===== src/rtl/mrug_pkg.sv =====
// Package: shared state type for the mode register update gate.
// Assumes nothing beyond the enclosing design's clock domain.
package mrug_pkg;

    // Phases of one runtime mode register update.
    typedef enum logic [1:0] {
        PH_IDLE   = 2'd0,  // waiting for a request
        PH_HOLD   = 2'd1,  // accepted, termination off, waiting for idle device
        PH_ISSUE  = 2'd2,  // command on the bus this cycle
        PH_SETTLE = 2'd3   // counting out the settle time
    } mrug_phase_e;

endpackage


===== src/rtl/mrug_trp_tracker.sv =====
// Tracks how long ago the last precharge was issued and reports when the
// precharge recovery time of TRP cycles has passed.
// Assumes pre_cmd is a one-cycle pulse per precharge command; TRP >= 1.
module mrug_trp_tracker #(
    parameter int TRP = 6
) (
    input  logic clk,
    input  logic rst_n,
    input  logic pre_cmd,
    output logic trp_ok
);
    localparam int CW = $clog2(TRP + 1);

    logic [CW-1:0] since_pre;

    // Saturating count of cycles since the last precharge.
    always_ff @(posedge clk) begin
        if (!rst_n)
            since_pre <= CW'(TRP);
        else if (pre_cmd)
            since_pre <= CW'(1);
        else if (since_pre < CW'(TRP))
            since_pre <= since_pre + 1'b1;
    end

    assign trp_ok = (since_pre >= CW'(TRP)) && !pre_cmd;

    // recovery is never reported in the cycle right after a precharge.
    a_r4_recovery_gap: assert property (@(posedge clk) disable iff (!rst_n)
        ((TRP > 1) && $past(pre_cmd)) |-> !trp_ok);

endmodule


===== src/rtl/mrug_cmd_encoder.sv =====
// Drives the command bus: a mode-register-set in the fire cycle, a deselect
// in all other cycles. Reserved upper address bits are written as zero.
// Assumes ADDR_W >= VAL_W and BA_W >= SEL_W.
module mrug_cmd_encoder #(
    parameter int SEL_W  = 2,
    parameter int VAL_W  = 13,
    parameter int BA_W   = 3,
    parameter int ADDR_W = 16
) (
    input  logic              fire,
    input  logic [SEL_W-1:0]  sel,
    input  logic [VAL_W-1:0]  value,
    output logic              cs_n,
    output logic              ras_n,
    output logic              cas_n,
    output logic              we_n,
    output logic [BA_W-1:0]   ba,
    output logic [ADDR_W-1:0] addr
);
    // Pick between the register write encoding and a deselect.
    always_comb begin
        cs_n  = !fire;
        ras_n = !fire;
        cas_n = !fire;
        we_n  = !fire;
        ba    = fire ? BA_W'(sel)     : '0;
        addr  = fire ? ADDR_W'(value) : '0;
    end

endmodule


===== src/rtl/mode_reg_update_gate.sv =====
// Accepts one mode register rewrite request during normal operation. It
// holds the request until all banks are closed, the precharge recovery
// has passed, no burst runs and clock enable is high. It then issues the
// write and keeps termination off until TMOD cycles after it.
// Assumes the scheduler issues no command while busy is high; TMOD >= 2.
module mode_reg_update_gate
    import mrug_pkg::*;
#(
    parameter int NBANK  = 8,
    parameter int SEL_W  = 2,
    parameter int VAL_W  = 13,
    parameter int BA_W   = 3,
    parameter int ADDR_W = 16,
    parameter int TRP    = 6,
    parameter int TMOD   = 12
) (
    input  logic              clk,
    input  logic              rst_n,
    input  logic              req_valid,
    input  logic [SEL_W-1:0]  req_sel,
    input  logic [VAL_W-1:0]  req_value,
    output logic              req_ready,
    output logic              busy,
    input  logic [NBANK-1:0]  bank_open,
    input  logic              pre_cmd,
    input  logic              burst_active,
    input  logic              cke_high,
    input  logic              odt_req,
    output logic              odt_out,
    output logic              cmd_valid,
    output logic              cmd_cs_n,
    output logic              cmd_ras_n,
    output logic              cmd_cas_n,
    output logic              cmd_we_n,
    output logic [BA_W-1:0]   cmd_ba,
    output logic [ADDR_W-1:0] cmd_addr
);
    localparam int MW = $clog2(TMOD + 1);

    mrug_phase_e      phase, phase_nx;
    logic [MW-1:0]    settle_cnt;
    logic [SEL_W-1:0] held_sel;
    logic [VAL_W-1:0] held_value;
    logic             trp_ok;
    logic             dev_idle;
    logic             settle_done;

    mrug_trp_tracker #(.TRP(TRP)) trp_i (
        .clk    (clk),
        .rst_n  (rst_n),
        .pre_cmd(pre_cmd),
        .trp_ok (trp_ok)
    );

    // Combined idle check the write must wait for.
    assign dev_idle    = (bank_open == '0) && trp_ok && !burst_active && cke_high;
    assign settle_done = (settle_cnt == MW'(TMOD - 1));

    // Next phase of the update sequence.
    always_comb begin
        phase_nx = phase;
        unique case (phase)
            PH_IDLE:   if (req_valid)   phase_nx = PH_HOLD;
            PH_HOLD:   if (dev_idle)    phase_nx = PH_ISSUE;
            PH_ISSUE:                   phase_nx = PH_SETTLE;
            PH_SETTLE: if (settle_done) phase_nx = PH_IDLE;
            default:                    phase_nx = PH_IDLE;
        endcase
    end

    // Phase register.
    always_ff @(posedge clk) begin
        if (!rst_n) phase <= PH_IDLE;
        else        phase <= phase_nx;
    end

    // Cycles elapsed since the command, counted through the settle phase.
    always_ff @(posedge clk) begin
        if (!rst_n)                 settle_cnt <= '0;
        else if (phase == PH_ISSUE) settle_cnt <= MW'(1);
        else if (phase == PH_SETTLE && !settle_done)
            settle_cnt <= settle_cnt + 1'b1;
    end

    // Capture the target register and value when the request is taken.
    always_ff @(posedge clk) begin
        if (!rst_n) begin
            held_sel   <= '0;
            held_value <= '0;
        end else if (phase == PH_IDLE && req_valid) begin
            held_sel   <= req_sel;
            held_value <= req_value;
        end
    end

    assign req_ready = (phase == PH_IDLE);
    assign busy      = (phase != PH_IDLE);
    assign odt_out   = odt_req && (phase == PH_IDLE);
    assign cmd_valid = (phase == PH_ISSUE);

    mrug_cmd_encoder #(
        .SEL_W(SEL_W), .VAL_W(VAL_W), .BA_W(BA_W), .ADDR_W(ADDR_W)
    ) enc_i (
        .fire (cmd_valid),
        .sel  (held_sel),
        .value(held_value),
        .cs_n (cmd_cs_n),
        .ras_n(cmd_ras_n),
        .cas_n(cmd_cas_n),
        .we_n (cmd_we_n),
        .ba   (cmd_ba),
        .addr (cmd_addr)
    );

    // a command follows only a cycle with every bank closed.
    a_r3_banks_closed: assert property (@(posedge clk) disable iff (!rst_n)
        cmd_valid |-> ($past(bank_open) == '0));

    // no command right after a cycle with a burst in flight.
    a_r5_no_burst: assert property (@(posedge clk) disable iff (!rst_n)
        cmd_valid |-> !$past(burst_active));

    // clock enable was high in the cycle before the command.
    a_r6_cke_high: assert property (@(posedge clk) disable iff (!rst_n)
        cmd_valid |-> $past(cke_high));

    // the command occupies exactly one cycle.
    a_r7_single_cycle: assert property (@(posedge clk) disable iff (!rst_n)
        cmd_valid |=> !cmd_valid);

    // termination was already off in the cycle before the command.
    a_r8_odt_off_before: assert property (@(posedge clk) disable iff (!rst_n)
        cmd_valid |-> !$past(odt_out));

    // busy only rises after a request was presented.
    a_r2_busy_from_req: assert property (@(posedge clk) disable iff (!rst_n)
        $rose(busy) |-> $past(req_valid));

    // the gate never goes idle directly from the command cycle.
    a_r9_settle_follows: assert property (@(posedge clk) disable iff (!rst_n)
        cmd_valid |=> busy);

endmodule


===== config.mk =====
export PLATFORM = sky130hd
export DESIGN_NAME = mode_reg_update_gate
export DESIGN_NICKNAME = d
export VERILOG_FILES = /design/src/rtl/mrug_pkg.sv /design/src/rtl/mrug_trp_tracker.sv /design/src/rtl/mrug_cmd_encoder.sv /design/src/rtl/mode_reg_update_gate.sv
export SDC_FILE = /design/constraint.sdc
export NUM_CORES = 1
export LEC_CHECK = 0
export BUFFER_PORTS_ARGS = -buffer_cell sky130_fd_sc_hd__buf_2
export CORE_ASPECT_RATIO = 0.9
export CORE_MARGIN = 5
export CORE_UTILIZATION = 30
export CTS_CLUSTER_SIZE = 12
export DETAILED_ROUTE_END_ITERATION = 7
export HOLD_SLACK_MARGIN = 0.12
export MAX_ROUTING_LAYER = met4
export PLACE_DENSITY = 0.55
export REMOVE_ABC_BUFFERS = 1
export SYNTH_ARGS = -nofsm -noshare
export SYNTH_HDL_FRONTEND = slang
export SYNTH_HIERARCHICAL = 1
export SYNTH_SLANG_ARGS = --single-unit

===== constraint.sdc =====
create_clock -name clk -period 1.7 [get_ports clk]
set_input_delay 0.085 -clock clk [delete_from_list [all_inputs] [get_ports clk]]
set_output_delay 0.085 -clock clk [all_outputs]
set_load 0.01 [all_outputs]

Word level (Yosys, flattened, before mapping)
Cells that the tools add are included.
{"block": "word_totals", "ff_bits": 24, "input_bits": 30, "output_inout_bits": 27, "elab_cells": 46}
{"block": "op_classes", "n_addsub": 2, "order_cmp": 2, "n_eq_ne": 7, "n_mux": 10, "bitwise_logic": 1, "reduce_logical": 18}
{"cell": "13-bit 2-to-1 mux", "n": 1}
{"cell": "8-bit logical NOT", "n": 1}
{"cell": "2-bit 2-to-1 mux", "n": 4}
{"cell": "2-bit case mux with 4 select lines", "n": 1}
{"cell": "1-bit logical AND", "n": 7}
{"cell": "3-bit 2-to-1 mux", "n": 2}
{"cell": "2-bit inequality test, second input constant", "n": 3}
{"cell": "2-bit nonzero test", "n": 3}
{"cell": "4-bit by 1-bit adder with 4-bit output, second input constant", "n": 1}
{"cell": "2-bit == test, second input constant", "n": 2}
{"cell": "4-bit == test, second input constant", "n": 1}
{"cell": "1-bit logical NOT", "n": 4}
{"cell": "3-bit by 1-bit adder with 3-bit output, second input constant", "n": 1}
{"cell": "3-bit greater-or-equal comparator, second input constant", "n": 1}
{"cell": "3-bit less-than comparator, second input constant", "n": 1}
{"cell": "3-bit AND reduction", "n": 1}
{"cell": "2-bit by 1-bit == test with 1-bit output, second input constant", "n": 1}
{"cell": "2-bit logical NOT", "n": 1}
{"cell": "1-bit 2-to-1 mux", "n": 2}
{"cell": "2-bit OR reduction", "n": 1}
{"cell": "1-bit NOT", "n": 1}

Depth between registers and ports, before layout
{"block": "depth", "depth_word": 7, "ltp_mapped": 8}

Cells and area by module
Netlist, hierarchy kept.
{"module": "mode_reg_update_gate", "n_inst": 1, "cells_per_inst": 107, "area_per_inst_um2": 904.6}
{"module": "mrug_cmd_encoder", "n_inst": 1, "cells_per_inst": 25, "area_per_inst_um2": 178.9}
{"module": "mrug_trp_tracker", "n_inst": 1, "cells_per_inst": 18, "area_per_inst_um2": 172.7}

Worst setup path after synthesis
OpenSTA, ideal clock, no wires.
{"block": "synth_path", "path_type": "flip-flop to flip-flop", "startpoint": "reg phase[0]", "endpoint": "reg held_sel[0]", "setup_ns": 0.070, "t_arrival_ns": 1.434, "path_slack_ns": 0.196, "stages_incl_launch_ff": 8, "path_buffers": 2, "period_less_slack_ns": 1.504, "path_cell_list": "dfxtp_1 -> inv_1 -> ha_1 -> and2_1 -> clkbuf_1 -> clkbuf_1 -> nand2_1 -> a21oi_1"}
{"block": "synth_between", "elab_chain_len": 2}
{"item": "from (decl)", "line_no": "mode_reg_update_gate.sv:40", "source": "mrug_phase_e phase, phase_nx;"}
{"item": "from (signal assigned)", "line_no": "mode_reg_update_gate.sv:74", "source": "else phase <= phase_nx;"}
{"item": "2-bit logical NOT"}
{"item": "named net req_ready", "line_no": "mode_reg_update_gate.sv:22", "source": "output logic req_ready,"}
{"item": "1-bit logical AND", "line_no": "mode_reg_update_gate.sv:90", "source": "end else if (phase == PH_IDLE && req_valid) begin"}
{"item": "to (signal assigned)", "line_no": "mode_reg_update_gate.sv:91", "source": "held_sel <= req_sel;"}
{"item": "to (decl)", "line_no": "mode_reg_update_gate.sv:42", "source": "logic [SEL_W-1:0] held_sel;"}
The timed path passes the listed nets, and every way through them passes these cells.
A chain may end at the register's enable or synchronous reset.

Worst setup path after layout
{"block": "layout_path", "startpoint": "reg trp_i.since_pre[0]", "endpoint": "reg phase[0]"}
{"block": "layout_between", "elab_chain_len": 7}
{"item": "from (decl)", "line_no": "mrug_trp_tracker.sv:14", "source": "logic [CW-1:0] since_pre;"}
{"item": "from (signal assigned)", "line_no": "mrug_trp_tracker.sv:19", "source": "since_pre <= CW'(TRP);"}
{"item": "from (signal assigned)", "line_no": "mrug_trp_tracker.sv:23", "source": "since_pre <= since_pre + 1'b1;"}
{"item": "3-bit greater-or-equal comparator", "line_no": "mrug_trp_tracker.sv:26", "source": "assign trp_ok = (since_pre >= CW'(TRP)) && !pre_cmd;"}
{"item": "1-bit logical AND", "line_no": "mrug_trp_tracker.sv:26"}
{"item": "named net trp_ok", "line_no": "mode_reg_update_gate.sv:44", "source": "logic trp_ok;"}
{"item": "1-bit logical AND (3 in series)", "line_no": "mode_reg_update_gate.sv:56", "source": "assign dev_idle = (bank_open == '0) && trp_ok && !burst_active && cke_high;"}
{"item": "2-bit inequality test (no line)"}
{"item": "3-bit AND reduction (no line)"}
The timed path passes the listed nets, and every way through them passes these cells.

==> impl_metrics.tcl <==
set metrics [dict create \
    overflow 0 \
    core-area_sq_um 4070 \
    die_h_microns 71.4 \
    syn_avg_cell_area_sq_um 8.37 \
    clock_latency_ns 0.26 \
    ys_types 34 \
    final-hold-violation-count 0 \
    ios 57 \
    n_antenna_cell 0 \
    critical_path.max_fanout 4 \
    cts_tree "done" \
    routed_wirelength_mm 2.93 \
    dr.pass1.iters 4 \
    p_clk_share_pct 19.7 \
    syn_to_final_growth_pct 40.5 \
    syn_inst 150 \
    grt_antenna_before_repair 0 \
    rows 22 \
    p_int_mw 1.25 \
    p_per_area_nw_per_um2 1100 \
    fin_crit_ns 1.58 \
    htreeDepth 1 \
    yosysWarnings 6 \
    switching_share_pct 36.0 \
    setup_viol 0 \
    synth_edf_count 0 \
    synthFlopType "dfxtp_1" \
    place_congestion 0.692 \
    drc_errors 0 \
    netlist_area_sq_um 1260 \
    synth-seq-area-share_pct 38.2 \
    grt_pass1_vias 1081 \
    max_freq_ghz 0.632 \
    clockBufferDepth 2 \
    clk_pin_slew_ns 0.09 \
    required_ns 1.87 \
    ys_ff_latch 24 \
    port_buffers 52 \
    crit_type "reg -> reg" \
    cts-buffers-inserted 3 \
    vias 1150 \
    grt_first_pass_wirelength_mm 4.58 \
    layout_commonest_cell "buf_2" \
    clock_skew_ns 0.00671 \
    die_x_microns 78.2 \
    ys_async_sr_fraction_pct 0 \
    min_path_type "in -> reg" \
    grt_use_total_pct 10.4 \
    slew_headroom_pct 63.1 \
    layout_setup_ws_ns 0.117 \
    worst_setup_path_end_kind "register" \
    cap_violations 0 \
    p_leak_nw 0.849 \
    final_cell_mix "52 x buf_2, 34 x nand2_1, 22 x dfxtp_1, 18 x a21oi_1, 18 x dlygate4sd3_1" \
    hold_slack_ns 0.239 \
    dp_hpwl_mm 2.08 \
    design_power_total_mw 1.95 \
    final_core_utilization_pct 43.3 \
    drt_iter0_drc 60 \
    layout-drive-gt1-share_pct 35.6 \
    nets 254 \
    rsz0062_at_grt "true" \
    viasPerCell 4.36 \
    cp.arrival_ns 1.76 \
    worstSetupStartpointType "register" \
    ir_drop_mv 0.506 \
    grt_max_degree 21 \
    die-area_sq_um 5580 \
    pre_cts_ws_ns 0.0253 \
    status "complete, no violations" \
    root_buffer "clkbuf_8" \
    seqPwrFrac_pct 38.1 \
    switchingPower_uw 702 \
    cts_sinks 24 \
    worst_pin_slew_ns 0.552 \
    floorplan.initialDensity_pct 30.8 \
    slew_violations 0 \
    detail-route-antenna-nets 0 \
    fin_crit_sh_pct 93.1 \
    pwr-share-comb_pct 42.3 \
    wl_per_cell_microns 11.1 \
]
-- sequential cells by signal (all words and copies together) (netlist names) --
name and flops:
held_sel 2, held_value 13, phase 2, settle_cnt 4, trp_i/since_pre 3
-- layout make-up --
type	count	area, sq um
clock buffer	4	55.1
fill	411	2310
inverter	7	26.3
multi-input combinational	110	691
sequential	24	485
tap	48	60.1
timing repair buffer	71	448
-- cell usage after synthesis, types with 2 or more instances --
| cell | count | area (sq um) |
|---|---|---|
| ha_1 | 7 | 87.6 |
| clkbuf_1 | 4 | 15.0 |
| and2_1 | 6 | 37.5 |
| o21a_1 | 2 | 15.0 |
| nand2b_1 | 2 | 12.5 |
| and2_2 | 11 | 82.6 |
| dfxtp_1 | 24 | 480 |
| inv_1 | 7 | 26.3 |
| nand2_1 | 34 | 128 |
| a21oi_1 | 18 | 90.1 |
| buf_4 | 7 | 52.6 |
| nor2_1 | 6 | 22.5 |
-- cells by family (layout without fill, tap and decap cells) --
group / after synthesis / in the layout / synth area share (%)
buffers and inverters: 19 / 82 / 8.37
DFF: 24 / 24 / 38.2
AOI/OAI and AO/OA: 27 / 27 / 14.5
and+or+nand+nor: 69 / 69 / 29.4
muxes: 1 / 1 / 0.797
xor gates and xnor gates: 2 / 2 / 1.39
other: 1 / 4 / 0.299
adders and majority gates: 7 / 7 / 6.97
-- power groups by stage --
stage / Clock [mW] / Combinational, mW / Sequential, mW
detailed placement: 0 / 0.802 / 0.752
global route: 0.418 / 0.927 / 0.754
finish: 0.383 / 0.824 / 0.741
CTS: 0.395 / 0.840 / 0.741
floorplan: 0 / 0.533 / 0.735
global placement: 0 / 0.803 / 0.752
-- path summary, 6_finish.rpt --
path,start,slack [ns],cells after the start,to
worst max-delay path,trp_i/since_pre[0],0.12,8,phase[0]
worst min register to register,held_value[9],0.45,2,held_value[9]
worst max register to register,trp_i/since_pre[0],0.12,8,phase[0]
worst min-delay path,bank_open[6],0.24,4,phase[0]
-- critical path, cell delays in order (launching register included) --
cell and delay, ns:
dfxtp_2 0.34, inv_1 0.05, ha_1 0.13, nor2_1 0.04, nor3b_2 0.15, nand2b_1 0.11, o41ai_4 0.36, a21oi_1 0.11
a311oi_1 0.20
-- through the flow --
step / cell area, sq um / cells / setup TNS [ns]
6_report: 1770 / 264 / 0
5_1_grt: 1770 / 264 / -0.00792
4_1_cts: 1750 / 264 / 0
3_5_place_dp: 1520 / 242 / 0
3_3_place_gp: 1520 / 242 / 0
2_1_floorplan: 1190 / 141 / 0
-- per-layer routing --
layer,GRT usage [%],vias up,wire (microns)
met4,1.75,0,22
met1,12.0,517,1350
li1,-,610,-
met3,2.39,2,96
met5,-,-,0
met2,18.6,21,1470
-- what timing repair did --
action,in CTS,in global routing
setup endpoints to repair,15,6
pin swaps,0,3
endpoints found under the hold margin,19,0
hold buffers,18,0
buffers inserted,0,0
gates resized for setup,1,5
(Power assumes the default switching activity.)
